`src/rtl/cseq_pkg.sv`:
```
package cseq_pkg;

  localparam logic [5:0] REG_CTRL_HI = 6'h0D;
  localparam logic [5:0] REG_CTRL_LO = 6'h0E;
  localparam logic [5:0] REG_RDPTR   = 6'h1C;
  localparam logic [4:0] DEV_FILLER  = 5'h1F;

  typedef enum logic [1:0] {MODE_ENUM, MODE_SCAN, MODE_CHAN} modeT;

  typedef struct packed {
    logic dropChain;
    logic clrIdx;
    logic incIdx;
    logic ldWait;
    logic clrSum;
    logic accFrame;
    logic latchLast;
    logic latchChan;
  } strobeT;

  typedef struct packed {
    logic waitDone;
    logic frameZero;
    logic idxZero;
    logic crcBad;
    logic enumAddrBad;
    logic enumAtMax;
    logic scanLast;
    logic chanBad;
  } statT;

  // device address field travels with its bit order reversed
  function automatic logic [4:0] bitRev5(input logic [4:0] v);
    logic [4:0] r;
    for (int i = 0; i < 5; i++) r[i] = v[4-i];
    return r;
  endfunction

endpackage

```
`src/rtl/cseq_dpath.sv`:
```
module cseq_dpath import cseq_pkg::*; #(
  parameter int MAX_DEVS     = 8,
  parameter int TICKS_PER_US = 50,
  parameter int TAIL_US      = 5,
  parameter int DEV_W        = $clog2(MAX_DEVS),
  parameter int SUM_W        = 12 + $clog2(MAX_DEVS * 6 + 1)
) (
  input  logic             clk,
  input  logic             rstN,
  input  strobeT           stb,
  input  logic [1:0]       cfgAcq,
  input  logic [1:0]       cfgAvg,
  input  logic [4:0]       tgtDev,
  input  logic [3:0]       tgtChan,
  input  logic [31:0]      rspFrame,
  input  logic             rspCrcOk,
  output statT             stat,
  output logic             chainValid,
  output logic [DEV_W-1:0] chainLast,
  output logic [SUM_W-1:0] cellSum,
  output logic [11:0]      chanValue
);

  localparam int IDX_W  = $clog2(MAX_DEVS * 12 + 1);
  localparam int NS_W   = $clog2(2585 * 12 * 8 + MAX_DEVS * 250 + 1);
  localparam int PRE_W  = $clog2(TICKS_PER_US + 1);
  localparam int TAIL_W = $clog2(TAIL_US + 1);

  logic [IDX_W-1:0]  idx;
  logic [NS_W-1:0]   nsLeft, tAcq, waitNs;
  logic [PRE_W-1:0]  pre;
  logic [TAIL_W-1:0] tailCnt;
  logic              mainPh;

  logic [4:0]  fDev;
  logic [3:0]  fChan;
  logic [11:0] fVal;
  assign fDev  = rspFrame[31:27];
  assign fChan = rspFrame[26:23];
  assign fVal  = rspFrame[22:11];

  always_comb begin
    case (cfgAcq)
      2'd0:    tAcq = NS_W'(465);
      2'd1:    tAcq = NS_W'(1010);
      2'd2:    tAcq = NS_W'(1460);
      default: tAcq = NS_W'(1890);
    endcase
    waitNs = (((tAcq + NS_W'(695)) * NS_W'(12)) << cfgAvg) - tAcq
             + NS_W'(chainLast) * NS_W'(250);
  end

  logic [IDX_W-1:0] scanEnd;
  assign scanEnd = IDX_W'(chainLast) * IDX_W'(12) + IDX_W'(11);

  always_comb begin
    stat.waitDone    = !mainPh && (tailCnt == '0);
    stat.frameZero   = (rspFrame == 32'd0);
    stat.idxZero     = (idx == '0);
    stat.crcBad      = !rspCrcOk;
    stat.enumAddrBad = (IDX_W'(bitRev5(fDev)) != idx);
    stat.enumAtMax   = (idx == IDX_W'(MAX_DEVS));
    stat.scanLast    = (idx == scanEnd);
    stat.chanBad     = (fDev != tgtDev) || (fChan != tgtChan);
  end

  // wait timer: whole microseconds covering T, then a fixed tail
  always_ff @(posedge clk or negedge rstN) begin
    if (!rstN) begin
      nsLeft  <= '0;
      pre     <= '0;
      tailCnt <= '0;
      mainPh  <= 1'b0;
    end else if (stb.ldWait) begin
      nsLeft  <= waitNs;
      pre     <= PRE_W'(TICKS_PER_US - 1);
      tailCnt <= TAIL_W'(TAIL_US);
      mainPh  <= 1'b1;
    end else if (mainPh || tailCnt != '0) begin
      if (pre == '0) begin
        pre <= PRE_W'(TICKS_PER_US - 1);
        if (mainPh) begin
          if (nsLeft > NS_W'(1000)) nsLeft <= nsLeft - NS_W'(1000);
          else                      mainPh <= 1'b0;
        end else begin
          tailCnt <= tailCnt - TAIL_W'(1);
        end
      end else begin
        pre <= pre - PRE_W'(1);
      end
    end
  end

  always_ff @(posedge clk or negedge rstN) begin
    if (!rstN) begin
      idx        <= '0;
      chainValid <= 1'b0;
      chainLast  <= '0;
      cellSum    <= '0;
      chanValue  <= '0;
    end else begin
      if (stb.clrIdx)      idx <= '0;
      else if (stb.incIdx) idx <= idx + IDX_W'(1);
      if (stb.dropChain)   chainValid <= 1'b0;
      if (stb.latchLast) begin
        chainValid <= 1'b1;
        chainLast  <= DEV_W'(idx - IDX_W'(1));
      end
      if (stb.clrSum)      cellSum <= '0;
      else if (stb.accFrame && fChan <= 4'd5)
        cellSum <= cellSum + SUM_W'(fVal);
      if (stb.latchChan)   chanValue <= fVal;
    end
  end

endmodule

```
`src/rtl/cseq_ctrl.sv`:
```
module cseq_ctrl import cseq_pkg::*; #(
  parameter int DEV_W = 3
) (
  input  logic             clk,
  input  logic             rstN,
  input  logic             startEnum,
  input  logic             startScan,
  input  logic             startChan,
  input  logic [DEV_W-1:0] chanDev,
  input  logic [3:0]       chanSel,
  input  logic [1:0]       acqSel,
  input  logic [1:0]       avgSel,
  input  logic             chainValid,
  input  statT             stat,
  input  logic             reqReady,
  input  logic             rspValid,
  output logic             reqValid,
  output logic             reqWrite,
  output logic [4:0]       reqDev,
  output logic [5:0]       reqReg,
  output logic [7:0]       reqData,
  output logic             reqAll,
  output logic             busy,
  output logic             doneStb,
  output logic             errFlag,
  output strobeT           stb,
  output logic [4:0]       tgtDev,
  output logic [3:0]       tgtChan,
  output logic [1:0]       cfgAcq,
  output logic [1:0]       cfgAvg
);

  typedef enum logic [2:0] {ST_IDLE, ST_CMD, ST_WAIT, ST_RDREQ, ST_RDRSP} stateT;

  stateT      state;
  modeT       mode;
  logic [1:0] step, lastStep;
  logic       anyStart, finish, fail, advance;

  assign anyStart = startEnum || startScan || startChan;
  assign lastStep = (mode == MODE_SCAN) ? 2'd1 : 2'd2;
  assign busy     = (state != ST_IDLE);

  // frame command fields
  always_comb begin
    reqValid = (state == ST_CMD) || (state == ST_RDREQ);
    reqWrite = (state == ST_CMD);
    reqDev   = DEV_FILLER;
    reqReg   = 6'h00;
    reqData  = 8'h00;
    reqAll   = 1'b0;
    if (state == ST_CMD) begin
      reqDev = 5'd0;
      reqAll = 1'b1;
      case (mode)
        MODE_ENUM: begin
          reqReg  = (step == 2'd2) ? REG_RDPTR : REG_CTRL_LO;
          reqData = (step == 2'd2) ? {REG_CTRL_LO, 2'b00}
                                   : {(step == 2'd0), cfgAcq, 5'b10101};
        end
        MODE_SCAN: begin
          reqReg  = (step == 2'd0) ? REG_RDPTR : REG_CTRL_HI;
          reqData = (step == 2'd0) ? 8'h00 : {4'b0000, 1'b1, cfgAvg, 1'b0};
        end
        default: begin
          case (step)
            2'd0: begin
              reqDev = tgtDev; reqAll = 1'b0; reqReg = REG_RDPTR;
              reqData = {2'b00, tgtChan, 2'b00};
            end
            2'd1: begin
              reqReg = REG_CTRL_HI; reqData = {4'b0011, 1'b0, cfgAvg, 1'b0};
            end
            default: begin
              reqDev = tgtDev; reqAll = 1'b0; reqReg = REG_CTRL_HI;
              reqData = {4'b0000, 1'b1, cfgAvg, 1'b0};
            end
          endcase
        end
      endcase
    end
  end

  // strobes toward the datapath and end-of-command decisions
  always_comb begin
    stb     = '0;
    finish  = 1'b0;
    fail    = 1'b0;
    advance = 1'b0;
    case (state)
      ST_IDLE: stb.dropChain = startEnum;
      ST_CMD: if (reqReady && step == lastStep) begin
        stb.clrIdx = 1'b1;
        if (mode != MODE_ENUM) begin
          stb.ldWait = 1'b1;
          stb.clrSum = 1'b1;
        end
      end
      ST_RDRSP: if (rspValid) begin
        case (mode)
          MODE_ENUM: begin
            if (stat.frameZero) begin
              if (stat.idxZero) fail = 1'b1;
              else begin stb.latchLast = 1'b1; finish = 1'b1; end
            end else if (stat.crcBad || stat.enumAddrBad || stat.enumAtMax) begin
              fail = 1'b1;
            end else begin
              stb.incIdx = 1'b1; advance = 1'b1;
            end
          end
          MODE_SCAN: begin
            if (stat.crcBad) fail = 1'b1;
            else begin
              stb.accFrame = 1'b1;
              if (stat.scanLast) finish = 1'b1;
              else begin stb.incIdx = 1'b1; advance = 1'b1; end
            end
          end
          default: begin
            if (stat.crcBad || stat.chanBad) fail = 1'b1;
            else begin stb.latchChan = 1'b1; finish = 1'b1; end
          end
        endcase
      end
      default: ;
    endcase
  end

  always_ff @(posedge clk or negedge rstN) begin
    if (!rstN) begin
      state   <= ST_IDLE;
      mode    <= MODE_ENUM;
      step    <= 2'd0;
      doneStb <= 1'b0;
      errFlag <= 1'b0;
      tgtDev  <= 5'd0;
      tgtChan <= 4'd0;
      cfgAcq  <= 2'd0;
      cfgAvg  <= 2'd0;
    end else begin
      doneStb <= 1'b0;
      case (state)
        ST_IDLE: if (anyStart) begin
          errFlag <= 1'b0;
          cfgAcq  <= acqSel;
          cfgAvg  <= avgSel;
          tgtDev  <= bitRev5(5'(chanDev));
          tgtChan <= chanSel;
          step    <= 2'd0;
          if (startEnum) begin
            mode  <= MODE_ENUM;
            state <= ST_CMD;
          end else if (!chainValid) begin
            errFlag <= 1'b1;
            doneStb <= 1'b1;
          end else begin
            mode  <= startScan ? MODE_SCAN : MODE_CHAN;
            state <= ST_CMD;
          end
        end
        ST_CMD: if (reqReady) begin
          if (step == lastStep) state <= (mode == MODE_ENUM) ? ST_RDREQ : ST_WAIT;
          else                  step  <= step + 2'd1;
        end
        ST_WAIT:  if (stat.waitDone) state <= ST_RDREQ;
        ST_RDREQ: if (reqReady) state <= ST_RDRSP;
        ST_RDRSP: begin
          if (fail || finish) begin
            state   <= ST_IDLE;
            doneStb <= 1'b1;
            errFlag <= fail;
          end else if (advance) begin
            state <= ST_RDREQ;
          end
        end
        default: state <= ST_IDLE;
      endcase
    end
  end

endmodule

```
`src/rtl/chain_readback_seq.sv`:
```
module chain_readback_seq import cseq_pkg::*; #(
  parameter int MAX_DEVS     = 8,
  parameter int TICKS_PER_US = 50,
  parameter int TAIL_US      = 5,
  localparam int DEV_W       = $clog2(MAX_DEVS),
  localparam int SUM_W       = 12 + $clog2(MAX_DEVS * 6 + 1)
) (
  input  logic             clk,
  input  logic             rstN,
  input  logic             startEnum,
  input  logic             startScan,
  input  logic             startChan,
  input  logic [DEV_W-1:0] chanDev,
  input  logic [3:0]       chanSel,
  input  logic [1:0]       acqSel,
  input  logic [1:0]       avgSel,
  output logic             reqValid,
  input  logic             reqReady,
  output logic             reqWrite,
  output logic [4:0]       reqDev,
  output logic [5:0]       reqReg,
  output logic [7:0]       reqData,
  output logic             reqAll,
  input  logic             rspValid,
  input  logic [31:0]      rspFrame,
  input  logic             rspCrcOk,
  output logic             busy,
  output logic             doneStb,
  output logic             errFlag,
  output logic             chainValid,
  output logic [DEV_W-1:0] chainLast,
  output logic [SUM_W-1:0] cellSum,
  output logic [11:0]      chanValue
);

  strobeT     stb;
  statT       stat;
  logic [4:0] tgtDev;
  logic [3:0] tgtChan;
  logic [1:0] cfgAcq, cfgAvg;

  cseq_ctrl #(.DEV_W(DEV_W)) u_ctrl (
    .clk(clk), .rstN(rstN),
    .startEnum(startEnum), .startScan(startScan), .startChan(startChan),
    .chanDev(chanDev), .chanSel(chanSel), .acqSel(acqSel), .avgSel(avgSel),
    .chainValid(chainValid), .stat(stat),
    .reqReady(reqReady), .rspValid(rspValid),
    .reqValid(reqValid), .reqWrite(reqWrite), .reqDev(reqDev), .reqReg(reqReg),
    .reqData(reqData), .reqAll(reqAll),
    .busy(busy), .doneStb(doneStb), .errFlag(errFlag),
    .stb(stb), .tgtDev(tgtDev), .tgtChan(tgtChan), .cfgAcq(cfgAcq), .cfgAvg(cfgAvg)
  );

  cseq_dpath #(
    .MAX_DEVS(MAX_DEVS), .TICKS_PER_US(TICKS_PER_US), .TAIL_US(TAIL_US),
    .DEV_W(DEV_W), .SUM_W(SUM_W)
  ) u_dpath (
    .clk(clk), .rstN(rstN), .stb(stb),
    .cfgAcq(cfgAcq), .cfgAvg(cfgAvg), .tgtDev(tgtDev), .tgtChan(tgtChan),
    .rspFrame(rspFrame), .rspCrcOk(rspCrcOk), .stat(stat),
    .chainValid(chainValid), .chainLast(chainLast),
    .cellSum(cellSum), .chanValue(chanValue)
  );

endmodule

```
`config.mk`:
```
export PLATFORM = sky130hd
export DESIGN_NAME = chain_readback_seq
export DESIGN_NICKNAME = d
export VERILOG_FILES = /design/src/rtl/cseq_pkg.sv /design/src/rtl/cseq_dpath.sv /design/src/rtl/cseq_ctrl.sv /design/src/rtl/chain_readback_seq.sv
export SDC_FILE = /design/constraint.sdc
export NUM_CORES = 1
export LEC_CHECK = 0
export BUFFER_PORTS_ARGS = -buffer_cell sky130_fd_sc_hd__buf_2
export CAP_MARGIN = 20
export CORE_ASPECT_RATIO = 1.25
export CORE_UTILIZATION = 50
export CTS_BUF_LIST = sky130_fd_sc_hd__clkbuf_8
export DETAILED_ROUTE_END_ITERATION = 8
export PLACE_DENSITY = 0.72
export SYNTH_ARGS = -nofsm -noshare
export SYNTH_HDL_FRONTEND = slang
export SYNTH_SLANG_ARGS = --single-unit
```
`constraint.sdc`:
```
create_clock -name clk -period 8.2 [get_ports clk]
set_input_delay 1.64 -clock clk [delete_from_list [all_inputs] [get_ports clk]]
set_output_delay 1.64 -clock clk [all_outputs]
set_load 0.02 [all_outputs]
```
After elaboration in Yosys (flattened, before gate mapping)
Index checks and enable logic that the tools add are counted.
{"block": "word_totals", "inputBits": 51, "regBits": 89, "out_inout_bits": 59, "word_cells": 205}
{"block": "op_classes", "n_mul": 3, "shifts": 1, "reduce_logical": 44, "order_cmp": 2, "add_sub_neg": 11, "muxes": 101, "n_eq_ne": 25}
{"cell": "2-to-1 mux 18 bit", "count": 7}
{"cell": "2-to-1 mux 3 bit", "count": 15}
{"cell": "2-to-1 mux 1 bit", "count": 44}
{"cell": "case mux 11 bit (3 select lines)", "count": 1}
{"cell": "logical NOT 32 bit", "count": 1}
{"cell": "2-to-1 mux 6 bit", "count": 5}
{"cell": "2-to-1 mux 5 bit", "count": 5}
{"cell": "nonzero test 2 bit", "count": 11}
{"cell": "2-to-1 mux 2 bit", "count": 10}
{"cell": "adder 18 x 11 -> 18 bit", "count": 1}
{"cell": "adder 18 x 12 -> 18 bit", "count": 1}
{"cell": "greater-than comparator 18 x 10 -> 1 bit (second input constant)", "count": 1}
{"cell": "multiplier 18 x 2 -> 16 bit (second input constant)", "count": 1}
{"cell": "left shift 18 x 2 -> 18 bit", "count": 1}
{"cell": "subtractor 18 x 10 -> 18 bit (second input constant)", "count": 1}
{"cell": "subtractor 18 x 11 -> 18 bit", "count": 1}
{"cell": "2-to-1 mux 8 bit", "count": 2}
{"cell": "case mux 8 bit (2 select lines)", "count": 1}
{"cell": "case mux 3 bit (5 select lines)", "count": 1}
{"cell": "2-to-1 mux 7 bit", "count": 2}
{"cell": "adder 11 x 10 -> 12 bit (second input constant)", "count": 1}
{"cell": "case mux 6 bit (2 select lines)", "count": 1}
{"cell": "multiplier 3 x 7 -> 10 bit (second input constant)", "count": 1}
{"cell": "!= test 2 bit (second input constant)", "count": 5}
{"cell": "37 further kinds", "count": 67}

Depth between registers and ports, before layout
Gate-level depths: netlist (run 1).
{"block": "depth", "ltp_word": 11, "depth_mapped": 18, "mapped_depth_nobuf": 18}

By module
Synthesis (run 1) repeated with hierarchy kept, for this count alone.
{"block": "unflattened", "cells_unflattened": 884, "area_unflattened_um2": 7524.7}
{"module": "cseq_dpath", "area_each_um2": 6038.3, "instances": 1, "seq_area_each_um2": 1726.7, "cells_per_inst": 693}
{"module": "cseq_ctrl", "area_each_um2": 1486.4, "instances": 1, "seq_area_each_um2": 500.5, "cells_per_inst": 191}

Least setup slack after synthesis (run 1)
Ideal clock, no wire load.
{"block": "synth_timing", "path_type": "register to register", "from": "register u_dpath.chainLast[2]", "to": "register u_dpath.nsLeft[17]", "stages_incl_launch_ff": 18, "slack_ns": 3.860, "n_path_buf": 0, "t_arrival_ns": 4.203, "t_required_ns": 8.063, "path_cell_list": "dfrtp_1 > fa_1 > ha_1 > a21o_1 > a21oi_1 > nor2_1 > nor2_1 > xor2_1 > fa_1 > inv_1 > ha_1 > a21o_1 > a31o_2 > a2111oi_0 > a21oi_1 > a31oi_1 > xor2_1 > a21oi_1"}
{"block": "synth_between", "elab_chain_cells": 3}
{"element": "from (decl)", "line_no": "cseq_dpath.sv:19", "rtl": "output logic [DEV_W-1:0] chainLast,"}
{"element": "from (signal assigned)", "line_no": "cseq_dpath.sv:107", "rtl": "chainLast <= DEV_W'(idx - IDX_W'(1));"}
{"element": "multiplier 3 x 7 -> 10 bit", "line_no": "cseq_dpath.sv:50", "rtl": "+ NS_W'(chainLast) * NS_W'(250);"}
{"element": "adder 18 x 11 -> 18 bit", "line_no": "cseq_dpath.sv:50"}
{"element": "2-to-1 mux 18 bit", "line_no": "cseq_dpath.sv:74", "rtl": "end else if (stb.ldWait) begin"}
{"element": "to (signal assigned)", "line_no": "cseq_dpath.sv:75", "rtl": "nsLeft <= waitNs;"}
{"element": "to (signal assigned)", "line_no": "cseq_dpath.sv:83", "rtl": "if (nsLeft > NS_W'(1000)) nsLeft <= nsLeft - NS_W'(1000);"}
{"element": "to (decl)", "line_no": "cseq_dpath.sv:30", "rtl": "logic [NS_W-1:0] nsLeft, tAcq, waitNs;"}
Every way passes these cells.
A chain may end at the register's enable or synchronous reset.

Final worst setup path (run 1)
{"block": "layout_timing", "from": "register u_dpath.chainLast[0]", "to": "register u_dpath.nsLeft[17]"}
The elaborated chain is that of the path after synthesis.

==> results.txt, run 1 <==
- Syn Nets: 952
- Among the stages of the critical path, the cell type that occurs most often is a21oi_1.
- After detailed routing, the average wire length per cell comes to 15.0 um.
- The final-report max-slew violation count came to 0.
* Dpl cells: 1,084
- The number of antenna violations at the first check in global routing is 0.
- The detail route stage leaves a number of antenna-violating nets equal to 0.
- Max Clock Freq: 219 MHz
* Final Setup Violations: 0
- Clock buffers created by TritonCTS: 9
* Top cell type's share of synthesized area: 0.312
* Area of the mapped netlist: 7140 um2
- For this design the total switching power over the nets is 1.31 mW.
* Routed Wire Length: 16,500 um
* Global-route usage over all layers: 0.228
* Vias per cell: 5.59
- In this run, post-CTS hold repair placed 0 buffers.
- Cell-internal power: 1.39 mW
- Yosys warning total: 0
- In the final layout, the share of cells above drive strength 1 is 0.179.
- The slowest stage of the critical path is the fa_1 cell.
* Critical path, cell by cell: fa_1, ha_1, a21o_1, a21oi_1, nor2_1, nor2_1, xor2_1, fa_1, inv_1, ha_1, a21o_1, a31o_2, a2111oi_0, a21oi_1, a31oi_1, xor2_1, a21oi_1
* Worst Max-Slew Pin Slew: 956 ps
* Congestion Overflow GR: 0
- Before antenna repair, the detailed router went through 7 iterations.
- The finished layout holds 1,100 standard cells, fillers aside.
- IR analysis of the VDD net gives a maximum drop of 0.000246 V.
* Unrepaired setup endpoints after global routing: no
- Of the total power, the share spent switching nets is 0.484.
* Number of global-route vias before repair: 5,584
- The number of different library cells used by synthesis comes to 65.
- The share of total power dissipated in the clock network is 0.109.
- Share of the clock period used by the worst path after layout: 0.558
- Adding up every negative setup slack in the final design gives 0 ps.
- The number of antenna diodes in the final layout is 0.
- Number of flops mapped to enable cells by yosys: 0
- STA puts the critical path data required time at 8440 ps.
- Of the synthesized area, sequential elements account for 0.312.
- From synthesis to final layout, the design area changed by 11.7%.
* Stage delay of the slowest cell on the critical path: 640 ps
- The tree is rooted in a clkbuf_8.
- Type of the most critical hold path: flop to flop
- Total of buffers placed on input and output ports: 108
- The region available for standard cell placement spans 13,900 um2.
- Fraction of synthesis flops using an asynchronous set or reset pin: 1.00
- The initial utilization of the core area, before any placement, comes to 0.514.
- The analysis attributes to cell leakage a power of 3.79 nW.
- Crit Path Max Fanout: 8
* Normalized max-slew margin: 0.363
* Crit path max-delay family: adder cells
* Number of maximum-capacitance violations: 0
- At the later pin of the worst-skew pair, clock insertion delay measures 380 ps.
- Pin placement for this block handled 110 I/O pins.
- The first global-routing pass estimated 26,500 um of wire.
- The smallest clock period supported by the final layout is computed as 4570 ps.
- Among all cell types in the netlist, the one instantiated most often is dfrtp_1.
* Clock skew: 16.2 ps
- Data arrival, critical path: 4820 ps
- Number of hold violations in the final report: 0
- Commonest cells post-synth: 89 x dfrtp_1, 83 x nand2_1, 69 x nor2_1, 62 x inv_1, 58 x ha_1
- Largest area contributor in the netlist: dfrtp_1
- Post-CTS resize count: 0
* Worst Setup Path Type: flop to flop
- After synthesis, the mean cell area works out to 8.61 um2.
* Die Ht: 136 um
- CP startpoint kind: flop
* Mapped Cells: 829
- After clock tree synthesis, the clock-pin slew on the worst setup and hold paths is 100 ps.
* Placed Instance Area: 7790 um2
* Run status: completed
- Power spread over the standard cell area amounts to 339 nW/um2.
- Overall via count from detail_route: 6,144
- TritonCTS clock tree: built
- Routability cong.: 0.870
- In this run the horizontal extent of the chip is 109 um.
- By area the synthesized netlist is led by dfrtp_1 31%, ha_1 10%, xnor2_1 4.5%, nand2_1 4.4%, fa_1 3.9%.
* Total half-perimeter wirelength after legalization and detailed placement: 12,800 um
- # nets final: 1,043
- The floorplan step defined a die boundary enclosing 14,800 um2.
* Postcts setup bufs: 0
* Buffers plus inverters on the worst setup path: 1
* Number of H-tree levels: 3
- Maximum number of pins on one net before global-route repair: 75
- STA classifies the critical path endpoint as a flop.
- Num Clock Sinks: 89
* Share of total power in combinational logic: 0.682
* Number of fill cells: 1,300
- The finished cells cover 7970 um2.
- The floorplan has 48 rows.
- Remaining DRCs: 0
* Buffer levels on the longest clock path: 2
- Iteration-0 DRC Markers: 347
- Counting flops and latches in the post-synthesis netlist gives 89.
- Sequential share of power: 0.209
- In the synthesized netlist the dominant register cell turns out to be dfrtp_1.
## state kept, by name, indices dropped and copies added (netlist names), 2 cells and up
register and count:
u_ctrl.tgtDev 3, u_dpath.idx 7, u_dpath.tailCnt 3, u_ctrl.state 3
u_dpath.nsLeft 18, u_dpath.chanValue 12, u_dpath.pre 6, u_ctrl.tgtChan 4
u_ctrl.cfgAcq 2, u_ctrl.cfgAvg 2, u_ctrl.mode 2, u_ctrl.step 2
u_dpath.chainLast 3, u_dpath.cellSum 18
## cells by family (layout without fill, tap and decap cells)
group | count (synthesis) | in the layout | share of synthesized area
and+or+nand+nor | 291 | 291 | 0.199
DFF | 89 | 89 | 0.312
muxes | 37 | 37 | 0.0561
adders and majority gates | 72 | 72 | 0.141
other | 1 | 1 | 0.000525
xor gates and xnor gates | 69 | 69 | 0.0847
AOI/OAI and AO/OA | 175 | 175 | 0.153
buffers and inverters | 95 | 191 | 0.0533
## cells in the final DEF (no fill, tap or decap), drive strengths merged, types with 5 or more instances in the layout
| master | count |
|---|---|
| a211oi | 8 |
| a21o | 10 |
| a21oi | 45 |
| a31oi | 7 |
| and2 | 8 |
| buf | 112 |
| clkbuf | 9 |
| dfrtp | 89 |
| fa | 14 |
| ha | 58 |
| inv | 66 |
| mux2 | 24 |
| mux2i | 13 |
| nand2 | 83 |
| nand2b | 10 |
| nand3 | 28 |
| nand4 | 7 |
| nor2 | 69 |
| nor2b | 9 |
| nor3 | 25 |
| nor3b | 5 |
| nor4 | 17 |
| o211ai | 10 |
| o21a | 14 |
| o21ai | 55 |
| or3 | 10 |
| or4 | 5 |
| xnor2 | 37 |
| xor2 | 32 |
## stage by stage
stage | hold slack, ps | setup slack, ps | power [mW] | utilization
2_1_floorplan | 446 | 3860 | 2.04 | -
5_1_grt | 533 | 3280 | 2.96 | 0.575
3_3_place_gp | 464 | 3700 | 2.39 | 0.562
4_1_cts | 496 | 3630 | 2.71 | 0.575
6_report | 490 | 3630 | 2.70 | 0.575
3_5_place_dp | 474 | 3660 | 2.41 | 0.562
## final timing paths
path | startpoint | end | slack, ps | cells past startpoint
min | u_dpath.nsLeft[1] | u_dpath.nsLeft[1] | 490 | 2
max in group asynchronous | rstN | u_ctrl.errFlag | 5900 | 2
min in group asynchronous | rstN | u_dpath.cellSum[8] | 1100 | 1
max reg2reg | u_dpath.chainLast[0] | u_dpath.nsLeft[17] | 3630 | 17
max | u_dpath.chainLast[0] | u_dpath.nsLeft[17] | 3630 | 17
min reg2reg | u_dpath.nsLeft[1] | u_dpath.nsLeft[1] | 490 | 2
## power by group through the flow
stage	logic, mW	registers [mW]	clock network [mW]
after floorplan	1.51	0.524	0
after global placement	1.82	0.572	0
after detailed placement	1.84	0.573	0
after CTS	1.85	0.563	0.304
after global routing	2.07	0.575	0.321
final	1.84	0.566	0.294
## layer usage
layer,share of wire,up-vias,routed length (um),global-route usage
met1,0.45,2880,7400,0.299
met4,0.016,0,270,0.0698
met3,0.048,21,800,0.0414
li1,-,3072,-,-
met5,0,-,0,0
met2,0.49,171,8040,0.381
## tightest hold or removal path, stage by stage, from the launching register on
cell	delay [ps]
dfrtp_1	360
nand2_1	50
nand2_1	50
## layout make-up
cell class / instances / area, um2 / share of cell area
repair buffers: 112 / 573 / 0.0719
inverters: 63 / 236 / 0.0297
flip-flops and latches: 89 / 2230 / 0.279
multi-input cells: 645 / 4530 / 0.569
well taps: 175 / 219 / 0.0275
clock buffers: 9 / 124 / 0.0155
clock inverters: 7 / 60.1 / 0.00753
No activity file was read; power rests on OpenSTA's default activity.
==> run 2: changes to the inputs <==
- clock period: 8.2 -> 4.5 ns (I/O delays scaled with it)
==> results.txt, run 2 (synthesis results as in run 1) <==
* Number of H-tree levels: 3 (unchanged)
- Final Max Slew Viols: 0 (unchanged)
- The die height came to 136 um (unchanged).
- Final Setup Violations: 0 (unchanged)
* Data arrival, critical path: 4690 ps (-130 ps)
- The number of nets with antenna violations after detailed routing was 0 (unchanged).
- The antenna cell count came to 0 (unchanged).
* Met3 track demand over resource in global routing: 0.0351 (-0.00625)
- By startpoint and endpoint, the worst setup path is classified as flop to flop.
* Routed Wire Length: 16,500 um (about the same)
* Share of post-route cells with drive strength above 1: 0.191 (+0.0120)
* Leakage component of the power: 3.85 nW (+1.5%)
- Row cnt: 48 (unchanged)
- Normalized max-slew margin: 0.369 (+0.00623)
- The number of antenna violations at the first check in global routing was 0 (unchanged).
- The via count is 6,219 (+1.2%).
- Post-CTS clock slew at the launch and capture registers of the worst setup and hold paths: 100 ps (about the same)
- The length in cells of the worst reg-to-reg path was 17 (unchanged).
- Dpl cells: 1,090 (+0.55%)
- The startpoint identified for the worst register-to-register timing path is u_dpath.chainLast[1].
* Area of the placeable core: 13,900 um2 (unchanged)
- The tightest min-delay check is of the flop to flop type.
* Buffer levels on the longest clock path: 2 (unchanged)
* Max Clock Freq: 225 MHz (+3.1%)
* Most frequent cells in the layout: 107 x buf_2, 87 x dfrtp_1, 83 x nand2_1
- CTS placed an instance of clkbuf_8 at the clock tree root.
* Global-route usage over all layers: 0.230 (+0.00204)
- CP startpoint kind: flop
- The path with the worst hold slack has its endpoint at u_dpath.nsLeft[0].
- The number of global-route vias before repair was 5,543 (-0.73%).
- The clock skew came to 11.6 ps (-4.63 ps).
- Total half-perimeter wirelength after legalization and detailed placement: 12,700 um (-0.74%)
- The total CTS buffers was 9 (unchanged).
- The first-pass GRT wire length is 26,500 um (about the same).
* Number of hold violations in the final report: 0 (unchanged)
- The starting density of the core is 0.514 (unchanged).
* Iteration-0 DRC Markers: 349 (+0.58%)
- Most common cell after layout, fill and taps aside: buf_2
- The remaining global-route overflow is 0 (unchanged).
- Busiest layer in global routing: met2
- Worst Max-Slew Pin Slew: 947 ps (-9.35 ps)
* DR WL/cell: 14.9 um (-0.97%)
- The global placement routability congestion is 0.871 (about the same).
- Largest regs: u_dpath.cellSum: 18 flops, u_dpath.nsLeft: 18 flops, u_dpath.chanValue: 12 flops
- The number of cells on the worst hold path is 2 (unchanged).
- Number of fill cells: 1,245 (-4.2%)
* Critical register-to-register path endpoint: u_dpath.nsLeft[17]
- The number of ports placed on the die boundary is 110 (unchanged).
- The startpoint identified for the worst hold timing path is u_dpath.nsLeft[0].
* TritonCTS clock tree: built
- Horizontal die dimension: 109 um (unchanged)
- The number of nets in the final layout came to 1,053 (+0.96%).
* Final instance count without filler cells: 1,110 (+0.91%)
- The first-pass detailed-route iteration total was 5 (-2).
- In this run the worst setup path begins at u_dpath.chainLast[1].
* Min Tclk post-route: 4440 ps (-136 ps)
- The worst slack at placement came to 55.7 ps (-3600 ps).
* # hold bufs at CTS: 0 (unchanged)
- The maximum fanout encountered on the critical timing path came to 5 (-3).
* Num Clock Sinks: 89 (unchanged)
- The largest vdd supply drop came to 0.000533 V (+120%).
- The final cell utilization of the core is 0.583 (+0.00776).
- Remaining DRCs: 0 (unchanged)
* Maximum number of pins on one net before global-route repair: 74 (-1.3%)
- Relative to the synthesized area, the layout overhead comes to 13.2%.
- The flow ran to the end, and the final reports show no timing, DRC or antenna violations.
- Worst path setup slack after routing: 61.8 ps (-3560 ps)
- The power per cell area was 632 nW/um2 (+86%).
- The worst setup path is captured at a flop.
* GR Layer Usage met2: 0.382 (+0.00175)
- The reg2reg setup slack is 60 ps (-3560 ps).
- Clock latency on the worst-skew pair: 390 ps (about the same)
- Vias per cell: 5.60 (+0.31%)
- Die area: 14,800 um2 (unchanged)
- Share of the clock period used by the worst path after layout: 0.986 (+0.428)
- The required time reported for the critical path endpoint was 4750 ps (-3690 ps).
- Total power of the final layout: 5.11 mW (+89%)
- Met1 usage in global routing: 0.301 (+0.00217)
- Number of maximum-capacitance violations: 0 (unchanged)
- Total of buffers placed on input and output ports: 108 (unchanged)
run 2: critical path, stage by stage (launching register included):
cell and delay (ps):
dfrtp_2 450, fa_1 520, ha_1 310, a21o_1 190, a21oi_1 160, nor2_1 50
nor2_1 110, xor2_1 210, fa_1 440, inv_1 70, ha_1 230, a21o_1 200
a31o_2 280, a2111oi_1 460, a21oi_1 150, a31oi_1 210, xor2_1 160, a21oi_1 90
run 2: routing by layer:
| layer | wire (um) | vias to the layer above |
|---|---|---|
| li1 | - | 3087 |
| met1 | 7390 | 2934 |
| met2 | 8100 | 168 |
| met3 | 695 | 30 |
| met4 | 317 | 0 |
| met5 | 0 | - |
run 2: report_power, final:
part           total, mW  internal [mW]  leakage (nW)  switching (mW)
logic               3.49           1.54          2.65            1.95
clock network      0.597          0.267         0.103           0.330
registers           1.02          0.873          1.10           0.146
run 2: timing repair:
action | CTS | global route
endpoints found under the setup margin | 0 | 5
setup buffers | 0 | 4
resized for setup | 0 | 5
run 2: final cells by class:
type / count / area, um2 / area share
flip-flops and latches: 89 / 2230 / 0.276
multi-input cells: 645 / 4540 / 0.562
repair buffers: 122 / 648 / 0.0802
inverters: 63 / 236 / 0.0293
well taps: 175 / 219 / 0.0271
clock buffers: 9 / 124 / 0.0153
clock inverters: 7 / 83.8 / 0.0104
run 2: worst max path at each step:
stage / endpoint
after detailed placement: u_dpath.nsLeft[17]
after CTS: u_dpath.nsLeft[17]
after global placement: u_dpath.nsLeft[17]
final: u_dpath.nsLeft[17]
after global routing: u_dpath.nsLeft[17]
after floorplan: u_dpath.nsLeft[17]
run 2: stage by stage:
| stage | TNS [ps] | hold WS (ps) | area, um2 |
|---|---|---|---|
| final | 0 | 500 | 8080 |
| after detailed placement | 0 | 483 | 7840 |
| after global placement | 0 | 471 | 7840 |
| after global routing | -125 | 535 | 8080 |
| after CTS | 0 | 507 | 8040 |
| after floorplan | 0 | 446 | 7140 |
==> run 3: changes to the inputs <==
- REMOVE_ABC_BUFFERS: not set -> 1
==> results.txt, run 3 (synthesis results as in run 1) <==
- The flow ran to the end, and the final reports show no timing, DRC or antenna violations.
- The latest clock arrival within the worst-skew pair was 390 ps (about the same).
- The final-layout setup total negative slack was 0 ps (unchanged).
* Buffers plus inverters on the worst setup path: 3 (+2)
* Remaining DRCs: 0 (unchanged)
- Routed Wire Length: 16,700 um (+1.2%)
- Share of post-route cells with drive strength above 1: 0.186 (-0.00495)
- The pin count of the biggest net entering global routing is 74 (unchanged).
* Final Setup Violations: 0 (unchanged)
* Final Cell Area: 8090 um2 (about the same)
* Congestion Overflow GR: 0 (unchanged)
* Clk root buf: clkbuf_8
- The required time reported for the critical path endpoint came to 4820 ps (+70 ps).
* CP startpoint kind: flop
* Critical path, cell by cell: buf_4, ha_1, ha_1, inv_1, fa_1, fa_1, fa_1, inv_1, ha_1, o21ai_0, a211oi_2, o211ai_1, a21oi_1, a31oi_1, xor2_1, a21oi_1
* # nets final: 1,051 (-0.19%)
- Setup repair after global routing left no endpoint under its margin.
- Data arrival, critical path: 4600 ps (-90 ps)
- Horizontal die dimension: 109 um (unchanged)
- The clock skew was 18.9 ps (+7.29 ps).
- Cell-internal power: 2.66 mW (-0.50%)
- Worst Max-Slew Pin Slew: 940 ps (-6.93 ps)
* Largest regs: u_dpath.cellSum: 18 flops, u_dpath.nsLeft: 18 flops, u_dpath.chanValue: 12 flops
- The area of placed instances came to 7880 um2 (+0.53%).
* Row cnt: 48 (unchanged)
- The slowest stage of the critical path is the fa_1 cell.
- The normalized max-slew margin is 0.374 (+0.00462).
- The count of final hold-check violations was 0 (unchanged).
- TritonCTS built the clock tree.
- Crit Path Max Fanout: 7 (+2)
- Most common cell after layout, fill and taps aside: buf_2
- Die Ht: 136 um (unchanged)
- Clk network pwr share: 0.112 (-0.005)
- The number of ports placed on the die boundary came to 110 (unchanged).
- The total CTS buffers was 9 (unchanged).
* Pre-Repair DR Iteration Count: 5 (unchanged)
- The combinational fraction of design power is 0.692 (+0.009).
- The average wire per standard cell is 15.1 um (+1.4%).
- The net switching power figure is 2.46 mW (+1.5%).
- Vias per cell: 5.60 (about the same)
- Min Tclk post-route: 4290 ps (-151 ps)
- The number of DRC violations after detailed-routing iteration 0 came to 294 (-16%).
- The antenna cell count was 0 (unchanged).
- Power per cell area: 634 nW/um2 (+0.39%)
- The number of nets with antenna violations after detailed routing is 0 (unchanged).
- Area added between synthesis and finish: 13.3% (about the same)
- The area of the core is 13,900 um2 (unchanged).
- The number of buffers added on ports came to 108 (unchanged).
- Global-route usage over all layers: 0.234 (+0.00368)
- The via count came to 6,203 (-0.26%).
- Max Clock Freq: 233 MHz (+3.5%)
- Most frequent cells in the layout: 107 x buf_2, 89 x dfrtp_1, 83 x nand2_1
- Global-route wire length before repair: 27,300 um (+2.8%)
* Crit path max-delay family: adder cells
- The worst setup path is of the flop to flop kind.
* Pre-CTS setup slack: 128 ps (+71.8 ps)
- VDD IR-drop max: 0.00107 V (+100%)
* Crit. End Element: flop
* Number of maximum-capacitance violations: 0 (unchanged)
- Stage delay of the slowest cell on the critical path: 510 ps (about the same)
* # hold bufs at CTS: 0 (unchanged)
- Total half-perimeter wirelength after legalization and detailed placement: 12,900 um (+2.0%)
* Number of global-route vias before repair: 5,854 (+5.6%)
* Effective utilization at floorplan: 0.514 (unchanged)
- Routability cong.: 0.887 (+1.9%)
- The maximum number of buffers from clock root to sink came to 2 (unchanged).
* Worst path setup slack after routing: 212 ps (+151 ps)
* Num Clock Sinks: 89 (unchanged)
* Die area: 14,800 um2 (unchanged)
* Type of the most critical hold path: flop to flop
- The sequential share of power is 0.196 (-0.004).
- The number of antenna violations at the first check in global routing came to 0 (unchanged).
* Leakage component of the power: 3.86 nW (+0.22%)
* Share of the clock period used by the worst path after layout: 0.953 (-0.0335)
* Switching Share: 0.480 (+0.00492)
- The clock transition at the registers of the reported paths came to 90 ps (about the same).
- Number of H-tree levels: 3 (unchanged)
- Final Max Slew Viols: 0 (unchanged)
-- run 3: cell types whose count changed in the layout (fill, tap and decap cells not counted), sizes merged --
| cell | before | now |
|---|---|---|
| clkinvlp | 1 | 0 |
| inv | 66 | 64 |
| buf | 122 | 120 |
| clkbuf | 9 | 10 |
| clkinv | 2 | 4 |
-- run 3: metal layers --
metal	track usage	routed length [um]
met5	0	0
met4	0.0781	316
met3	0.0346	593
met2	0.398	8290
met1	0.301	7500
-- run 3: through the flow --
step	power, mW	hold WS [ps]	util	instances
2_1_floorplan	3.66	446	-	797
3_3_place_gp	4.46	471	0.566	1091
3_5_place_dp	4.50	481	0.568	1092
4_1_cts	5.09	500	0.582	1108
5_1_grt	5.55	518	0.583	1108
6_report	5.13	492	0.583	1108
-- run 3: final timing paths --
check	start	end	slack (ps)	depth (start not counted)
worst min register to register	u_dpath.nsLeft[0]	u_dpath.nsLeft[0]	490	2
min in group asynchronous	rstN	u_dpath.cellSum[14]	650	1
max in group asynchronous	rstN	u_dpath.cellSum[6]	3060	2
worst max-delay path	u_dpath.chainLast[0]	u_dpath.nsLeft[17]	210	16
worst min-delay path	u_dpath.nsLeft[0]	u_dpath.nsLeft[0]	490	2
worst max register to register	u_dpath.chainLast[0]	u_dpath.nsLeft[17]	210	16
-- run 3: repair_timing --
action | in CTS | in global routing
endpoints found under the setup margin | 0 | 2
buffers inserted | 0 | 0
resized for setup | 0 | 3
-- run 3: power by group through the flow --
stage	logic, mW	registers (mW)	clock network, mW
6_report	3.55	1.00	0.575
5_1_grt	3.93	1.02	0.608
4_1_cts	3.51	0.998	0.583
3_5_place_dp	3.49	1.01	0
3_3_place_gp	3.45	1.01	0
2_1_floorplan	2.65	1.01	0
-- run 3: worst min-delay path: stages (launching register included) --
cell,delay (ps)
dfrtp_1,350
nand2_1,50
o21ai_0,60
-- run 3: cell type report --
type / count / area, um2
multi-input cells: 645 / 4550
well taps: 175 / 219
fillers: 1296 / 5790
clock buffers: 10 / 138
flip-flops and latches: 89 / 2230
repair buffers: 120 / 653
clock inverters: 6 / 60.1
inverters: 63 / 236
